### config.mk
export PLATFORM = sky130hd
export DESIGN_NAME = mpc_serial_rx
export DESIGN_NICKNAME = d
export VERILOG_FILES = /design/src/rtl/mpc_rx_pkg.sv /design/src/rtl/mpc_rx_sync.sv /design/src/rtl/mpc_rx_vote.sv /design/src/rtl/mpc_rx_fsm.sv /design/src/rtl/mpc_rx_result.sv /design/src/rtl/mpc_serial_rx.sv
export SDC_FILE = /design/constraint.sdc
export NUM_CORES = 1
export LEC_CHECK = 0
export BUFFER_PORTS_ARGS = -buffer_cell sky130_fd_sc_hd__buf_2
export CAP_MARGIN = 20
export CORE_UTILIZATION = 50
export DETAILED_ROUTE_END_ITERATION = 16
export PLACE_DENSITY = 0.78
export RECOVER_POWER = 25
export SLEW_MARGIN = 20
export SYNTH_ARGS = -nofsm -noshare
export SYNTH_HDL_FRONTEND = slang
export SYNTH_HIERARCHICAL = 1
export SYNTH_SLANG_ARGS = --single-unit
### constraint.sdc
create_clock -name clk -period 2.25 [get_ports clk]
set_input_delay 0.3375 -clock clk [delete_from_list [all_inputs] [get_ports clk]]
set_output_delay 0.3375 -clock clk [all_outputs]
set_load 0.005 [all_outputs]
### src/rtl/mpc_rx_pkg.sv
package mpc_rx_pkg;

  typedef enum logic [1:0] {
    MODE_SHIFT = 2'b00,
    MODE_8BIT  = 2'b01,
    MODE_9FIX  = 2'b10,
    MODE_9VAR  = 2'b11
  } rx_mode_e;

  typedef enum logic [1:0] {
    ST_IDLE = 2'b00,
    ST_SER  = 2'b01,
    ST_SHF  = 2'b10
  } rx_state_e;

endpackage

### src/rtl/mpc_rx_sync.sv
module mpc_rx_sync #(
  parameter int STAGES = 2
) (
  input  logic clk,
  input  logic rst_n,
  input  logic rxd_i,
  output logic line_o,
  output logic fall_o
);

  logic [STAGES-1:0] chain_q;
  logic [STAGES-1:0] chain_d;
  logic              last_q;

  // chain_d[0] takes the raw line, each later stage the previous one
  always_comb chain_d[0] = rxd_i;

  for (genvar g = 1; g < STAGES; g++) begin : g_stage
    always_comb chain_d[g] = chain_q[g-1];
  end

  always_ff @(posedge clk or negedge rst_n) begin
    if (!rst_n) begin
      chain_q <= '1;
      last_q  <= 1'b1;
    end else begin
      chain_q <= chain_d;
      last_q  <= chain_q[STAGES-1];
    end
  end

  assign line_o = chain_q[STAGES-1];
  assign fall_o = last_q & ~chain_q[STAGES-1];

endmodule

### src/rtl/mpc_rx_vote.sv
module mpc_rx_vote #(
  parameter int OVS   = 16,
  parameter int CNT_W = $clog2(OVS)
) (
  input  logic             clk,
  input  logic             rst_n,
  input  logic             tick_i,
  input  logic [CNT_W-1:0] cnt_i,
  input  logic             line_i,
  output logic             decide_o,
  output logic             maj_o
);

  localparam logic [CNT_W-1:0] MID   = CNT_W'(OVS / 2);
  localparam logic [CNT_W-1:0] MID_A = CNT_W'(OVS / 2 - 1);
  localparam logic [CNT_W-1:0] MID_C = CNT_W'(OVS / 2 + 1);

  logic s0_q, s1_q, s0_d, s1_d;
  logic cap0, cap1;

  assign cap0 = tick_i && (cnt_i == MID_A);
  assign cap1 = tick_i && (cnt_i == MID);

  always_comb begin
    s0_d = s0_q;
    s1_d = s1_q;
    if (cap0) s0_d = line_i;
    if (cap1) s1_d = line_i;
  end

  always_ff @(posedge clk or negedge rst_n) begin
    if (!rst_n) begin
      s0_q <= 1'b1;
      s1_q <= 1'b1;
    end else begin
      s0_q <= s0_d;
      s1_q <= s1_d;
    end
  end

  assign decide_o = tick_i && (cnt_i == MID_C);
  assign maj_o    = (s0_q & s1_q) | (s0_q & line_i) | (s1_q & line_i);

endmodule

### src/rtl/mpc_rx_fsm.sv
module mpc_rx_fsm
  import mpc_rx_pkg::*;
#(
  parameter int DATA_W = 8,
  parameter int OVS    = 16,
  parameter int CNT_W  = $clog2(OVS),
  parameter int IDX_W  = $clog2(DATA_W + 3)
) (
  input  logic              clk,
  input  logic              rst_n,
  input  logic              rx_en_i,
  input  logic [1:0]        mode_i,
  input  logic              ri_i,
  input  logic              line_i,
  input  logic              fall_i,
  input  logic              ovs_tick_i,
  input  logic              sh_tick_i,
  input  logic              decide_i,
  input  logic              maj_i,
  output logic [CNT_W-1:0]  cnt_o,
  output logic              done_o,
  output logic [DATA_W-1:0] data_o,
  output logic              ninth_o,
  output logic              stop_o,
  output logic              sclk_o
);

  localparam logic [CNT_W-1:0] CNT_TOP   = CNT_W'(OVS - 1);
  localparam logic [IDX_W-1:0] IDX_DLAST = IDX_W'(DATA_W);
  localparam logic [IDX_W-1:0] IDX_STOP8 = IDX_W'(DATA_W + 1);
  localparam logic [IDX_W-1:0] IDX_STOP9 = IDX_W'(DATA_W + 2);
  localparam logic [IDX_W-1:0] IDX_SLAST = IDX_W'(DATA_W - 1);

  rx_state_e         state_q, state_d;
  logic [CNT_W-1:0]  cnt_q, cnt_d;
  logic [IDX_W-1:0]  idx_q, idx_d;
  logic [DATA_W-1:0] shr_q, shr_d;
  logic              ninth_q, ninth_d;
  logic              sclk_q, sclk_d;
  logic              nine_bit;
  logic [IDX_W-1:0]  stop_idx;
  rx_mode_e          mode;

  assign mode     = rx_mode_e'(mode_i);
  assign nine_bit = mode_i[1];
  assign stop_idx = nine_bit ? IDX_STOP9 : IDX_STOP8;

  always_comb begin
    state_d = state_q;
    cnt_d   = cnt_q;
    idx_d   = idx_q;
    shr_d   = shr_q;
    ninth_d = ninth_q;
    sclk_d  = sclk_q;
    done_o  = 1'b0;
    unique case (state_q)
      ST_IDLE: begin
        sclk_d = 1'b1;
        if (rx_en_i) begin
          if (mode == MODE_SHIFT) begin
            if (!ri_i) begin
              state_d = ST_SHF;
              idx_d   = '0;
            end
          end else if (fall_i) begin
            state_d = ST_SER;
            cnt_d   = '0;
            idx_d   = '0;
          end
        end
      end
      ST_SER: begin
        if (!rx_en_i) begin
          state_d = ST_IDLE;
        end else if (ovs_tick_i) begin
          if (cnt_q == CNT_TOP) begin
            cnt_d = '0;
            idx_d = idx_q + 1'b1;
          end else begin
            cnt_d = cnt_q + 1'b1;
          end
          if (decide_i) begin
            if (idx_q == '0) begin
              if (maj_i) state_d = ST_IDLE;
            end else if (idx_q <= IDX_DLAST) begin
              shr_d = {maj_i, shr_q[DATA_W-1:1]};
            end else if (idx_q == stop_idx) begin
              done_o  = 1'b1;
              state_d = ST_IDLE;
            end else begin
              ninth_d = maj_i;
            end
          end
        end
      end
      ST_SHF: begin
        if (!rx_en_i) begin
          state_d = ST_IDLE;
          sclk_d  = 1'b1;
        end else if (sh_tick_i) begin
          if (sclk_q) begin
            sclk_d = 1'b0;
          end else begin
            sclk_d = 1'b1;
            shr_d  = {line_i, shr_q[DATA_W-1:1]};
            if (idx_q == IDX_SLAST) begin
              done_o  = 1'b1;
              state_d = ST_IDLE;
            end else begin
              idx_d = idx_q + 1'b1;
            end
          end
        end
      end
      default: state_d = ST_IDLE;
    endcase
  end

  always_ff @(posedge clk or negedge rst_n) begin
    if (!rst_n) begin
      state_q <= ST_IDLE;
      cnt_q   <= '0;
      idx_q   <= '0;
      shr_q   <= '0;
      ninth_q <= 1'b0;
      sclk_q  <= 1'b1;
    end else begin
      state_q <= state_d;
      cnt_q   <= cnt_d;
      idx_q   <= idx_d;
      shr_q   <= shr_d;
      ninth_q <= ninth_d;
      sclk_q  <= sclk_d;
    end
  end

  assign cnt_o   = cnt_q;
  assign data_o  = shr_d;
  assign ninth_o = ninth_q;
  assign stop_o  = maj_i;
  assign sclk_o  = sclk_q;

endmodule

### src/rtl/mpc_rx_result.sv
module mpc_rx_result
  import mpc_rx_pkg::*;
#(
  parameter int DATA_W = 8
) (
  input  logic              clk,
  input  logic              rst_n,
  input  logic [1:0]        mode_i,
  input  logic              addr_filt_i,
  input  logic              done_i,
  input  logic [DATA_W-1:0] data_i,
  input  logic              ninth_i,
  input  logic              stop_i,
  input  logic              clr_ri_i,
  input  logic              clr_fe_i,
  output logic [DATA_W-1:0] buf_o,
  output logic              rb8_o,
  output logic              ri_o,
  output logic              fe_o
);

  logic [DATA_W-1:0] buf_q, buf_d;
  logic              rb8_q, rb8_d, ri_q, ri_d, fe_q, fe_d;
  logic              is_shift, is_8bit, accept, load, fe_set;
  rx_mode_e          mode;

  assign mode     = rx_mode_e'(mode_i);
  assign is_shift = (mode == MODE_SHIFT);
  assign is_8bit  = (mode == MODE_8BIT);
  assign accept   = is_shift | ~addr_filt_i | (is_8bit ? stop_i : ninth_i);
  assign load     = done_i & ~ri_q & accept;
  assign fe_set   = done_i & ~is_shift & ~stop_i;

  always_comb begin
    buf_d = buf_q;
    rb8_d = rb8_q;
    ri_d  = ri_q;
    fe_d  = fe_q;
    if (clr_ri_i) ri_d = 1'b0;
    if (clr_fe_i) fe_d = 1'b0;
    if (fe_set)   fe_d = 1'b1;
    if (load) begin
      buf_d = data_i;
      ri_d  = 1'b1;
      if (!is_shift) rb8_d = is_8bit ? stop_i : ninth_i;
    end
  end

  always_ff @(posedge clk or negedge rst_n) begin
    if (!rst_n) begin
      buf_q <= '0;
      rb8_q <= 1'b0;
      ri_q  <= 1'b0;
      fe_q  <= 1'b0;
    end else begin
      buf_q <= buf_d;
      rb8_q <= rb8_d;
      ri_q  <= ri_d;
      fe_q  <= fe_d;
    end
  end

  assign buf_o = buf_q;
  assign rb8_o = rb8_q;
  assign ri_o  = ri_q;
  assign fe_o  = fe_q;

endmodule

### src/rtl/mpc_serial_rx.sv
module mpc_serial_rx #(
  parameter int DATA_W      = 8,
  parameter int OVS         = 16,
  parameter int SYNC_STAGES = 2
) (
  input  logic              clk,
  input  logic              rst_n,
  input  logic              rxd_i,
  input  logic              rx_en_i,
  input  logic              addr_filt_i,
  input  logic [1:0]        mode_i,
  input  logic              fe_view_i,
  input  logic              ovs_tick_i,
  input  logic              sh_tick_i,
  input  logic              clr_ri_i,
  input  logic              clr_fe_i,
  output logic [DATA_W-1:0] rx_data_o,
  output logic              rb8_o,
  output logic              ri_o,
  output logic              fe_o,
  output logic              ctrl7_o,
  output logic              sclk_o
);

  localparam int CNT_W = $clog2(OVS);
  localparam int IDX_W = $clog2(DATA_W + 3);

  logic [1:0]        rs_q;
  logic              rst_int_n;
  logic              line, fall, decide, maj, done, ninth, stop;
  logic [CNT_W-1:0]  cnt;
  logic [DATA_W-1:0] frame_data;
  logic              ri, fe;

  // reset asserts at once, releases two clocks later
  always_ff @(posedge clk or negedge rst_n) begin
    if (!rst_n) rs_q <= '0;
    else        rs_q <= {rs_q[0], 1'b1};
  end
  assign rst_int_n = rs_q[1];

  mpc_rx_sync #(.STAGES(SYNC_STAGES)) u_sync (
    .clk    (clk),
    .rst_n  (rst_int_n),
    .rxd_i  (rxd_i),
    .line_o (line),
    .fall_o (fall)
  );

  mpc_rx_vote #(.OVS(OVS), .CNT_W(CNT_W)) u_vote (
    .clk      (clk),
    .rst_n    (rst_int_n),
    .tick_i   (ovs_tick_i),
    .cnt_i    (cnt),
    .line_i   (line),
    .decide_o (decide),
    .maj_o    (maj)
  );

  mpc_rx_fsm #(.DATA_W(DATA_W), .OVS(OVS), .CNT_W(CNT_W), .IDX_W(IDX_W)) u_fsm (
    .clk        (clk),
    .rst_n      (rst_int_n),
    .rx_en_i    (rx_en_i),
    .mode_i     (mode_i),
    .ri_i       (ri),
    .line_i     (line),
    .fall_i     (fall),
    .ovs_tick_i (ovs_tick_i),
    .sh_tick_i  (sh_tick_i),
    .decide_i   (decide),
    .maj_i      (maj),
    .cnt_o      (cnt),
    .done_o     (done),
    .data_o     (frame_data),
    .ninth_o    (ninth),
    .stop_o     (stop),
    .sclk_o     (sclk_o)
  );

  mpc_rx_result #(.DATA_W(DATA_W)) u_result (
    .clk         (clk),
    .rst_n       (rst_int_n),
    .mode_i      (mode_i),
    .addr_filt_i (addr_filt_i),
    .done_i      (done),
    .data_i      (frame_data),
    .ninth_i     (ninth),
    .stop_i      (stop),
    .clr_ri_i    (clr_ri_i),
    .clr_fe_i    (clr_fe_i),
    .buf_o       (rx_data_o),
    .rb8_o       (rb8_o),
    .ri_o        (ri),
    .fe_o        (fe)
  );

  assign ri_o    = ri;
  assign fe_o    = fe;
  assign ctrl7_o = fe_view_i ? fe : mode_i[1];

endmodule

---- Word-level counts from Yosys, hierarchy flattened ----
Cells that the tools add are included.
operators by class
  reduce and logical (&&, ||, !) cells .... 17
  bitwise operators ....................... 20
  order comparisons ....................... 1
  add/subtract/negate cells ............... 2
  eq/ne operators ......................... 29
  multiplexer cells ....................... 65
operators with widths
  kind                                                   number
  2-to-1 mux 4 bit                                       16
  2-to-1 mux 8 bit                                       8
  2-to-1 mux 2 bit                                       16
  AND reduction 11 bit                                   2
  2-to-1 mux 1 bit                                       19
  != test 2 bit, second input constant                   9
  case mux 8 bit (2 select lines)                        1
  != test 3 bit, second input constant                   5
  equality test 4 bit, second input constant             3
  case mux 4 bit (3 select lines)                        1
  adder 4 x 1 -> 4 bit, second input constant            2
  bitwise AND 1 bit                                      8
  equality test 4 x 3 -> 1 bit, second input constant    2
  != test 4 x 3 -> 1 bit, second input constant          2
  NOT 1 bit                                              8
  case mux 4 bit (2 select lines)                        1
  nonzero test 2 bit                                     4
  AND reduction 7 bit                                    1
  != test 3 x 2 -> 1 bit, second input constant          2
  case mux 2 bit (3 select lines)                        1
  AND reduction 6 bit                                    1
  equality test 2 x 1 -> 1 bit, second input constant    2
  equality test 4 bit                                    1
  less-or-equal comparator 4 bit, second input constant  1
  other kinds (10)                                       18
storage, ports and cells
  flip-flop bits (word level) ............. 38
  input port bits ......................... 12
  word-level logic and storage cells ...... 149

---- Longest topological paths before layout ----
Gate-level depths: netlist of run 1.
  depth in word-level cells ............... 12
  gate-level depth with buffers ........... 9
  depth with buffers taken out ............ 9

---- Modules after synthesis ----
The synthesis of run 1 kept the hierarchy.
by module, submodules not included
  module         area each (um2)  times used  cells each
  mpc_rx_fsm     1209.9           1           129
  mpc_rx_result  483.0            1           33
  mpc_rx_vote    117.6            1           10
  mpc_rx_sync    92.6             1           4
  mpc_serial_rx  68.8             1           4

---- Least setup slack after synthesis of run 1 ----
No wires, ideal clock.
  kind .................................... reg-to-reg
  from .................................... register u_fsm.state_q[0]
  to ...................................... register u_result.buf_q[0] (netlist: u_result/buf_o[0])
  clock period less this slack ............ 2600 ps
  library setup time ...................... 125 ps
  slack ................................... -350 ps
  arrival time ............................ 2476 ps
  cell stages (with the launch flop) ...... 9
  buffers on the path ..................... 0
  cells stage by stage .................... dfrtp_1 > inv_1 > ha_1 > inv_1 > or3b_2 > a21oi_1 > or2b_1 > a311oi_4 > mux2_2
on the way
  cells in the longest elaborated chain, start to end .. 4
  elaborated cells between the ends (all ways) .. 6
  classes of those cells .................. eq/ne (2); mux (2); bitwise (2)
ends and longest elaborated chain
  element                                                                     RTL line             text
  from (decl)                                                                 mpc_rx_fsm.sv:34     rx_state_e state_q, state_d;
  from (signal assigned)                                                      mpc_rx_fsm.sv:128    state_q <= state_d;
  equality test 2 bit / equality test 2 x 1 -> 1 bit (equally long branches)  mpc_rx_fsm.sv:56     unique case (state_q)
  case mux 1 bit (2 select lines) *                                           mpc_rx_fsm.sv:56
  net done                                                                    mpc_serial_rx.sv:30  logic line, fall, decide, maj, done, ninth, stop;
  bitwise AND 1 bit * (2 in series)                                           mpc_rx_result.sv:31  assign load = done_i & ~ri_q & accept;
  to (signal assigned)                                                        mpc_rx_result.sv:56  buf_q <= buf_d;
  to (decl)                                                                   mpc_rx_result.sv:22  logic [DATA_W-1:0] buf_q, buf_d;
The timed path passes the listed nets; every way through them passes the cells marked *.
A chain may end at the register's enable or synchronous reset.

---- Worst setup path after layout of run 1 ----
  from .................................... register u_fsm.idx_q[1]
  to ...................................... register u_result.buf_q[4] (netlist: u_result/buf_o[4])
on the way
  cells in the longest elaborated chain, start to end .. 10
  elaborated cells between the ends (all ways) .. 23
  classes of those cells .................. order compare (1); eq/ne (2); mux (17); bitwise (2); reduce/logical (1)
ends and longest elaborated chain
  element                                                                                 RTL line             text
  from (decl)                                                                             mpc_rx_fsm.sv:36     logic [IDX_W-1:0] idx_q, idx_d;
  from (signal assigned)                                                                  mpc_rx_fsm.sv:130    idx_q <= idx_d;
  parallel branches: the longest is 7 deep, another holds less-or-equal comparator 4 bit  -
  case mux 1 bit (2 select lines) *                                                       mpc_rx_fsm.sv:56
  net done                                                                                mpc_serial_rx.sv:30
  bitwise AND 1 bit * (2 in series)                                                       mpc_rx_result.sv:31
Mark *: on every way through the listed nets, which the timed path passes.

==> results of run 1 <==
==> area by class of cell <==
type | count | area share [%]
Inverter | 13 | 1.86
Timing Repair Buffer | 64 | 16.4
Clock buffer | 7 | 3.29
Tap cell | 48 | 2.29
Multi-Input combinational cell | 125 | 38.5
Sequential cell | 38 | 36.5
Clock inverter | 1 | 1.14
==> power by group through the flow <==
stage          Clock (mW)  Combinational, mW  Sequential, mW
2_1_floorplan           0              0.438           0.814
3_3_place_gp            0              0.765           0.787
3_5_place_dp            0              0.797           0.788
4_1_cts             0.601              0.826           0.776
5_1_grt             0.640              0.948           0.784
6_report            0.587              0.868           0.775
==> critical path, stage by stage, from the launching register on <==
cell and delay [ns]:
dfrtp_1 0.38, ha_2 0.19, and3b_1 0.18, or3b_4 0.39, a21oi_4 0.13, or2b_1 0.28
a311oi_4 0.26, buf_12 0.17, mux2_2 0.33
==> cell usage after synthesis (all sizes together), types with 4 or more instances <==
library cell	n	area, um2
nor2	11	41.3
a22o	8	70.1
dfrtp	32	801
o21ai	11	55.1
nand4	4	25.0
mux2	14	161
a21oi	5	25.0
nor2b	5	41.3
inv	13	48.8
ha	7	87.6
nand2	16	60.1
nand3	4	20.0
dfstp	6	158
==> worst max-delay path by stage <==
stage | start | endpoint | slack (ns) | cells past startpoint
floorplan | u_fsm/idx_q[1]$_DFFE_PN0P_ | u_result/buf_o[0]$_DFFE_PN0P_ | -0.20 | 7
global placement | u_fsm/idx_q[1]$_DFFE_PN0P_ | u_result/buf_o[6]$_DFFE_PN0P_ | -0.10 | 8
detailed placement | u_fsm/idx_q[0]$_DFFE_PN0P_ | u_result/buf_o[5]$_DFFE_PN0P_ | -0.19 | 10
CTS | u_fsm/idx_q[1]$_DFFE_PN0P_ | u_result/buf_o[0]$_DFFE_PN0P_ | -0.17 | 8
global route | u_fsm/idx_q[1]$_DFFE_PN0P_ | u_result/buf_o[3]$_DFFE_PN0P_ | -0.27 | 8
finish | u_fsm/idx_q[1]$_DFFE_PN0P_ | u_result/buf_o[4]$_DFFE_PN0P_ | -0.17 | 8
==> repair_timing <==
item                                    in CTS  in global routing
endpoints found under the hold margin        2                  0
endpoints found under the setup margin      10                 11
resized for setup                            5                  7
pin swaps                                    0                  2
hold buffers                                 1                  0
setup buffers                                0                  1
==> flip-flops by register name, indices dropped and copies added, names as in the netlist <==
signal,cells
u_vote/s0_q,1
u_fsm/shr_q,8
rs_q,2
u_fsm/state_q,2
u_sync/chain_q,2
u_result/fe_o,1
u_result/ri_o,1
u_fsm/sclk_o,1
u_sync/last_q,1
u_fsm/idx_q,4
u_fsm/ninth_o,1
u_vote/s1_q,1
u_result/rb8_o,1
u_fsm/cnt_o,4
u_result/buf_o,8
==> cell families after synthesis <==
group                    Yosys count
XOR/XNOR                           2
AND/OR/NAND/NOR                   57
other                              1
adder cells (fa/ha/maj)            8
flip-flops                        38
AO/OA/AOI/OAI                     42
multiplexers                      15
buffers and inverters             17
==> per-layer routing <==
metal | vias up | share of wire, %
met5 | - | 0
met4 | 0 | 2.3
met3 | 10 | 4.6
met2 | 47 | 49
met1 | 805 | 44
li1 | 782 | -
==> results.json, run 1 <==
{
  "wl_per_cell_um": 15.3,
  "slew_viol_final": 0,
  "grt_max_degree": 37,
  "portBuffers": 24,
  "hold_viol": 0,
  "met2_usage_pct": 39.5,
  "cts_max_path_buffers": 2,
  "diodes": 0,
  "nets": 266,
  "synth-compound-area-share_pct": 16.2,
  "final_common_cell": "buf_4",
  "end_kind": "flop",
  "setup_ws_ns": -0.168,
  "path_class": "reg2reg",
  "core_mm2": 0.00372,
  "final_cell_mix": "buf_4, dfrtp_1, buf_2, nand2_1, inv_1",
  "synth-seq-cells": 38,
  "pre_cts_ws_ns": -0.194,
  "setup_viol": 8,
  "cts_inserted_buffers": 5,
  "p_leak_nw": 1.26,
  "r2r_end": "u_result/buf_o[4]$_DFFE_PN0P_",
  "worstPathArrival_ns": 2.59,
  "relSlewSlack_pct": 40.6,
  "fp.dieH_um": 64.8,
  "first_pass_iters": 4,
  "tritoncts": "built",
  "vias": 1644,
  "drtAntennaViolNets": 0,
  "synthAdderAreaFrac_pct": 4.95,
  "ys_async_sr_fraction_pct": 100,
  "drc": 0,
  "rsz0062_at_grt": "true",
  "htreeDepth": 2,
  "p_comb_share_pct": 38.9,
  "switchingPower_mw": 0.743,
  "io_pins": 25,
  "drv_cap": 0,
  "hpwl_um": 3280,
  "fin_util_pct": 70.7,
  "synthCells": 180,
  "grt_antenna_before_repair": 0,
  "p_int_mw": 1.49,
  "fp.dieW_um": 64.8,
  "hold_end": "u_sync/chain_q[0]$_DFF_PN1_",
  "synth.mux.area_fraction_pct": 8.69,
  "grt_usage_pct": 24.3,
  "outcome": "complete, but fails checks",
  "fillers": 266,
  "mappedNetlistNets": 199,
  "period_share_pct": 107,
  "start_util_pct": 53.1,
  "reg2reg_from": "u_fsm/idx_q[1]$_DFFE_PN0P_",
  "crit_required_ns": 2.42,
  "synth_top_family_by_area": "simple AND/OR/NAND/NOR gates",
  "timing.hold.ws_ns": 0.154,
  "drtIter0Drc": 94,
  "syn_area_mm2": 0.00197,
  "dpl_cell_area_mm2": 0.00244,
  "powerDensity_mw_per_mm2": 849,
  "clkTransAtPathRegs_ns": 0.07,
  "synth_warnings": 6,
  "synthSimpleGateAreaFrac_pct": 16.8,
  "fin_tns_setup_ns": -1.22,
  "routed_via_density": 5.55,
  "grt_pass1_vias": 1651,
  "sw_frac_of_total_pct": 33.3,
  "regArea_um2": 958,
  "dieArea_mm2": 0.00420,
  "critPathLaunchType": "flop",
  "insertion_delay_ns": 0.28,
  "wl_um": 4530,
  "design_area_mm2": 0.00263,
  "grt_first_pass_wirelength_um": 7630,
  "fp-row-count": 22,
  "top_usage_layer": "met2",
  "finalCriticalPeriod_ns": 2.42,
  "synth_seq_area_share_pct": 48.6,
  "min_path_type": "in2reg",
  "overflow": 0,
  "placedCellCount": 286,
  "cts.sinks": 38,
  "synth_xor_area_share_pct": 0.888,
  "violations": "negative setup slack",
  "instances_no_fill": 296,
  "drive_above_1_share_pct": 42.7,
  "synth_edf_count": 0,
  "total_power_mw": 2.23,
  "cp_max_fo": 9,
  "hold_start": "rxd_i",
  "max-vdd-ir-drop_v": 0.000420,
  "r2r_cells": 8,
  "ys_types": 52,
  "p_clk_share_pct": 26.3,
  "gp_congestion": 0.956,
  "holdPathStages": 1,
  "fin_skew_ns": 0.00600,
  "reg2reg_slack_ns": -0.17,
  "use_met3_pct": 4.75,
  "root_buffer": "clkbuf_8",
  "synthToLayoutAreaGrowth_pct": 33.2,
  "syn-mean-instance-area_um2": 11.0,
  "pwr-share-seq_pct": 34.8,
  "gr-usage-met1_pct": 31.2,
  "max_freq_mhz": 414,
  "synthFlopType": "dfrtp_1",
  "multiInputGateArea_mm2": 0.00101,
  "worst_pin_slew_ns": 0.891
}
No activity file was read; power rests on OpenSTA's default activity.
==> inputs of run 2 (changes only) <==
- CAP_MARGIN: 20 -> not set
- MAX_ROUTING_LAYER: not set -> met4
==> results.json, run 2 (synthesis results as in run 1) <==
{
  "wl_per_cell_um": 14.6,
  "path_class": "reg2reg",
  "drive_above_1_share_pct": 41.5,
  "relSlewSlack_pct": 8.91,
  "fp-row-count": 22,
  "drv_cap": 0,
  "top_layer_used": "met4",
  "crit_required_ns": 2.43,
  "pre_cts_ws_ns": -0.135,
  "io_pins": 25,
  "vias": 1647,
  "regArea_um2": 958,
  "fillers": 282,
  "fin_skew_ns": 0.00660,
  "setup_viol": 8,
  "worst_pin_slew_ns": 1.37,
  "violations": "negative setup slack",
  "worst_path_max_delay_cell": "dfrtp_1",
  "max_freq_mhz": 414,
  "multiInputGateArea_um2": 988,
  "critPathLaunchType": "flop",
  "clkTransAtPathRegs_ns": 0.08,
  "insertion_delay_ns": 0.29,
  "outcome": "complete, but fails checks",
  "root_buffer": "clkbuf_8",
  "period_share_pct": 107,
  "final_common_cell": "buf_4",
  "grt_antenna_before_repair": 0,
  "fp.dieW_um": 64.8,
  "routed_via_density": 5.56,
  "drc": 0,
  "met1Wirelength_um": 2070,
  "start_util_pct": 53.1,
  "grt_pass1_vias": 1614,
  "final_cell_mix": "buf_4, dfrtp_1, buf_2, nand2_1, inv_1",
  "slew_viol_final": 0,
  "end_kind": "flop",
  "gp_congestion": 0.937,
  "htreeDepth": 2,
  "grt_max_degree": 27,
  "setup_ws_ns": -0.168,
  "instances_no_fill": 296,
  "drtAntennaViolNets": 0,
  "core_mm2": 0.00372,
  "cts.sinks": 38,
  "dr_wl_met3_um": 163,
  "cts_max_path_buffers": 2,
  "critical_path.max_stage_delay_ns": 0.38,
  "worstPathCellList": "ha_2, and3b_1, or3b_4, a21oi_2, or2b_1, a311oi_4, buf_12, mux2_2",
  "synthToLayoutAreaGrowth_pct": 33.1,
  "wl_um": 4310,
  "worstPathArrival_ns": 2.60,
  "nets": 266,
  "fp.dieH_um": 64.8,
  "finalCriticalPeriod_ns": 2.42,
  "reg2reg_slack_ns": -0.17,
  "overflow": 0,
  "grt_usage_pct": 24.1,
  "tritoncts": "built",
  "max-vdd-ir-drop_v": 0.000578,
  "hpwl_um": 3160,
  "drtIter0Drc": 100,
  "powerDensity_mw_per_mm2": 887,
  "route.met2.wl_um": 2040,
  "p_leak_nw": 1.26,
  "min_path_type": "in2reg",
  "cp_max_fo": 9,
  "cts_inserted_buffers": 5,
  "hold_viol": 0,
  "portBuffers": 24,
  "first_pass_iters": 4,
  "grt_first_pass_wirelength_um": 7420,
  "diodes": 0,
  "rsz0062_at_grt": "true",
  "placedCellCount": 285,
  "dieArea_mm2": 0.00420
}
[run 2: critical path: cells and delay by family, from the launching register on]
kind / cells / cell delay [ns]
and+or+nand+nor: 3 / 0.84
AOI/OAI and AO/OA: 2 / 0.40
DFF: 1 / 0.38
muxes: 1 / 0.33
adders and majority gates: 1 / 0.19
buffers and inverters: 1 / 0.17
[run 2: worst paths after layout]
kind	start	endpoint	depth (start not counted)
max	u_fsm/idx_q[1]$_DFFE_PN0P_	u_result/buf_o[4]$_DFFE_PN0P_	8
min	rxd_i	u_sync/chain_q[0]$_DFF_PN1_	1
max reg2reg	u_fsm/idx_q[1]$_DFFE_PN0P_	u_result/buf_o[4]$_DFFE_PN0P_	8
min reg2reg	rs_q[1]$_DFF_PN0_	u_fsm/cnt_o[1]$_DFFE_PN0P_	0
max in group asynchronous	rs_q[1]$_DFF_PN0_	u_fsm/state_q[1]$_DFFE_PN0P_	1
min in group asynchronous	rs_q[1]$_DFF_PN0_	u_fsm/cnt_o[1]$_DFFE_PN0P_	0
[run 2: per-stage QoR]
step | TNS, ns | utilization [%] | power, mW | instance area (um2) | hold WS [ns]
2_1_floorplan | -1.58 | - | 1.25 | 1990 | 0.0419
3_3_place_gp | -0.794 | 65.5 | 1.55 | 2430 | 0.125
3_5_place_dp | -1.03 | 65.5 | 1.57 | 2430 | 0.126
4_1_cts | -1.21 | 69.6 | 2.28 | 2580 | 0.138
5_1_grt | -2.04 | 70.6 | 2.45 | 2620 | 0.130
6_report | -1.24 | 70.6 | 2.33 | 2620 | 0.144
[run 2: cell type report]
type                       count  area share, %
clock inverter                 3           2.62
timing repair buffer          64           16.4
tap                           48           2.29
clock buffer                   5           2.62
multi-input combinational    125           37.7
inverter                      13           1.86
sequential                    38           36.5
[run 2: metal layers]
metal  vias to the layer above  global-route usage (%)
li1                        787                       -
met1                       814                    30.7
met2                        40                    38.2
met3                         6                    5.46
met4                         0                    7.78
met5                         -                       -
[run 2: repair_timing]
action / in CTS / in global routing
gates resized for setup: 1 / 6
setup endpoints to repair: 10 / 17
setup buffers: 0 / 2
endpoints found under the hold margin: 2 / 0
pin swaps: 0 / 3
hold buffers: 1 / 0
[run 2: power by group]
part / switching [mW] / total [mW] / internal [mW]
Sequential: 0.0352 / 0.778 / 0.742
Clock: 0.255 / 0.699 / 0.444
Combinational: 0.466 / 0.852 / 0.386
Total: 0.756 / 2.33 / 1.57
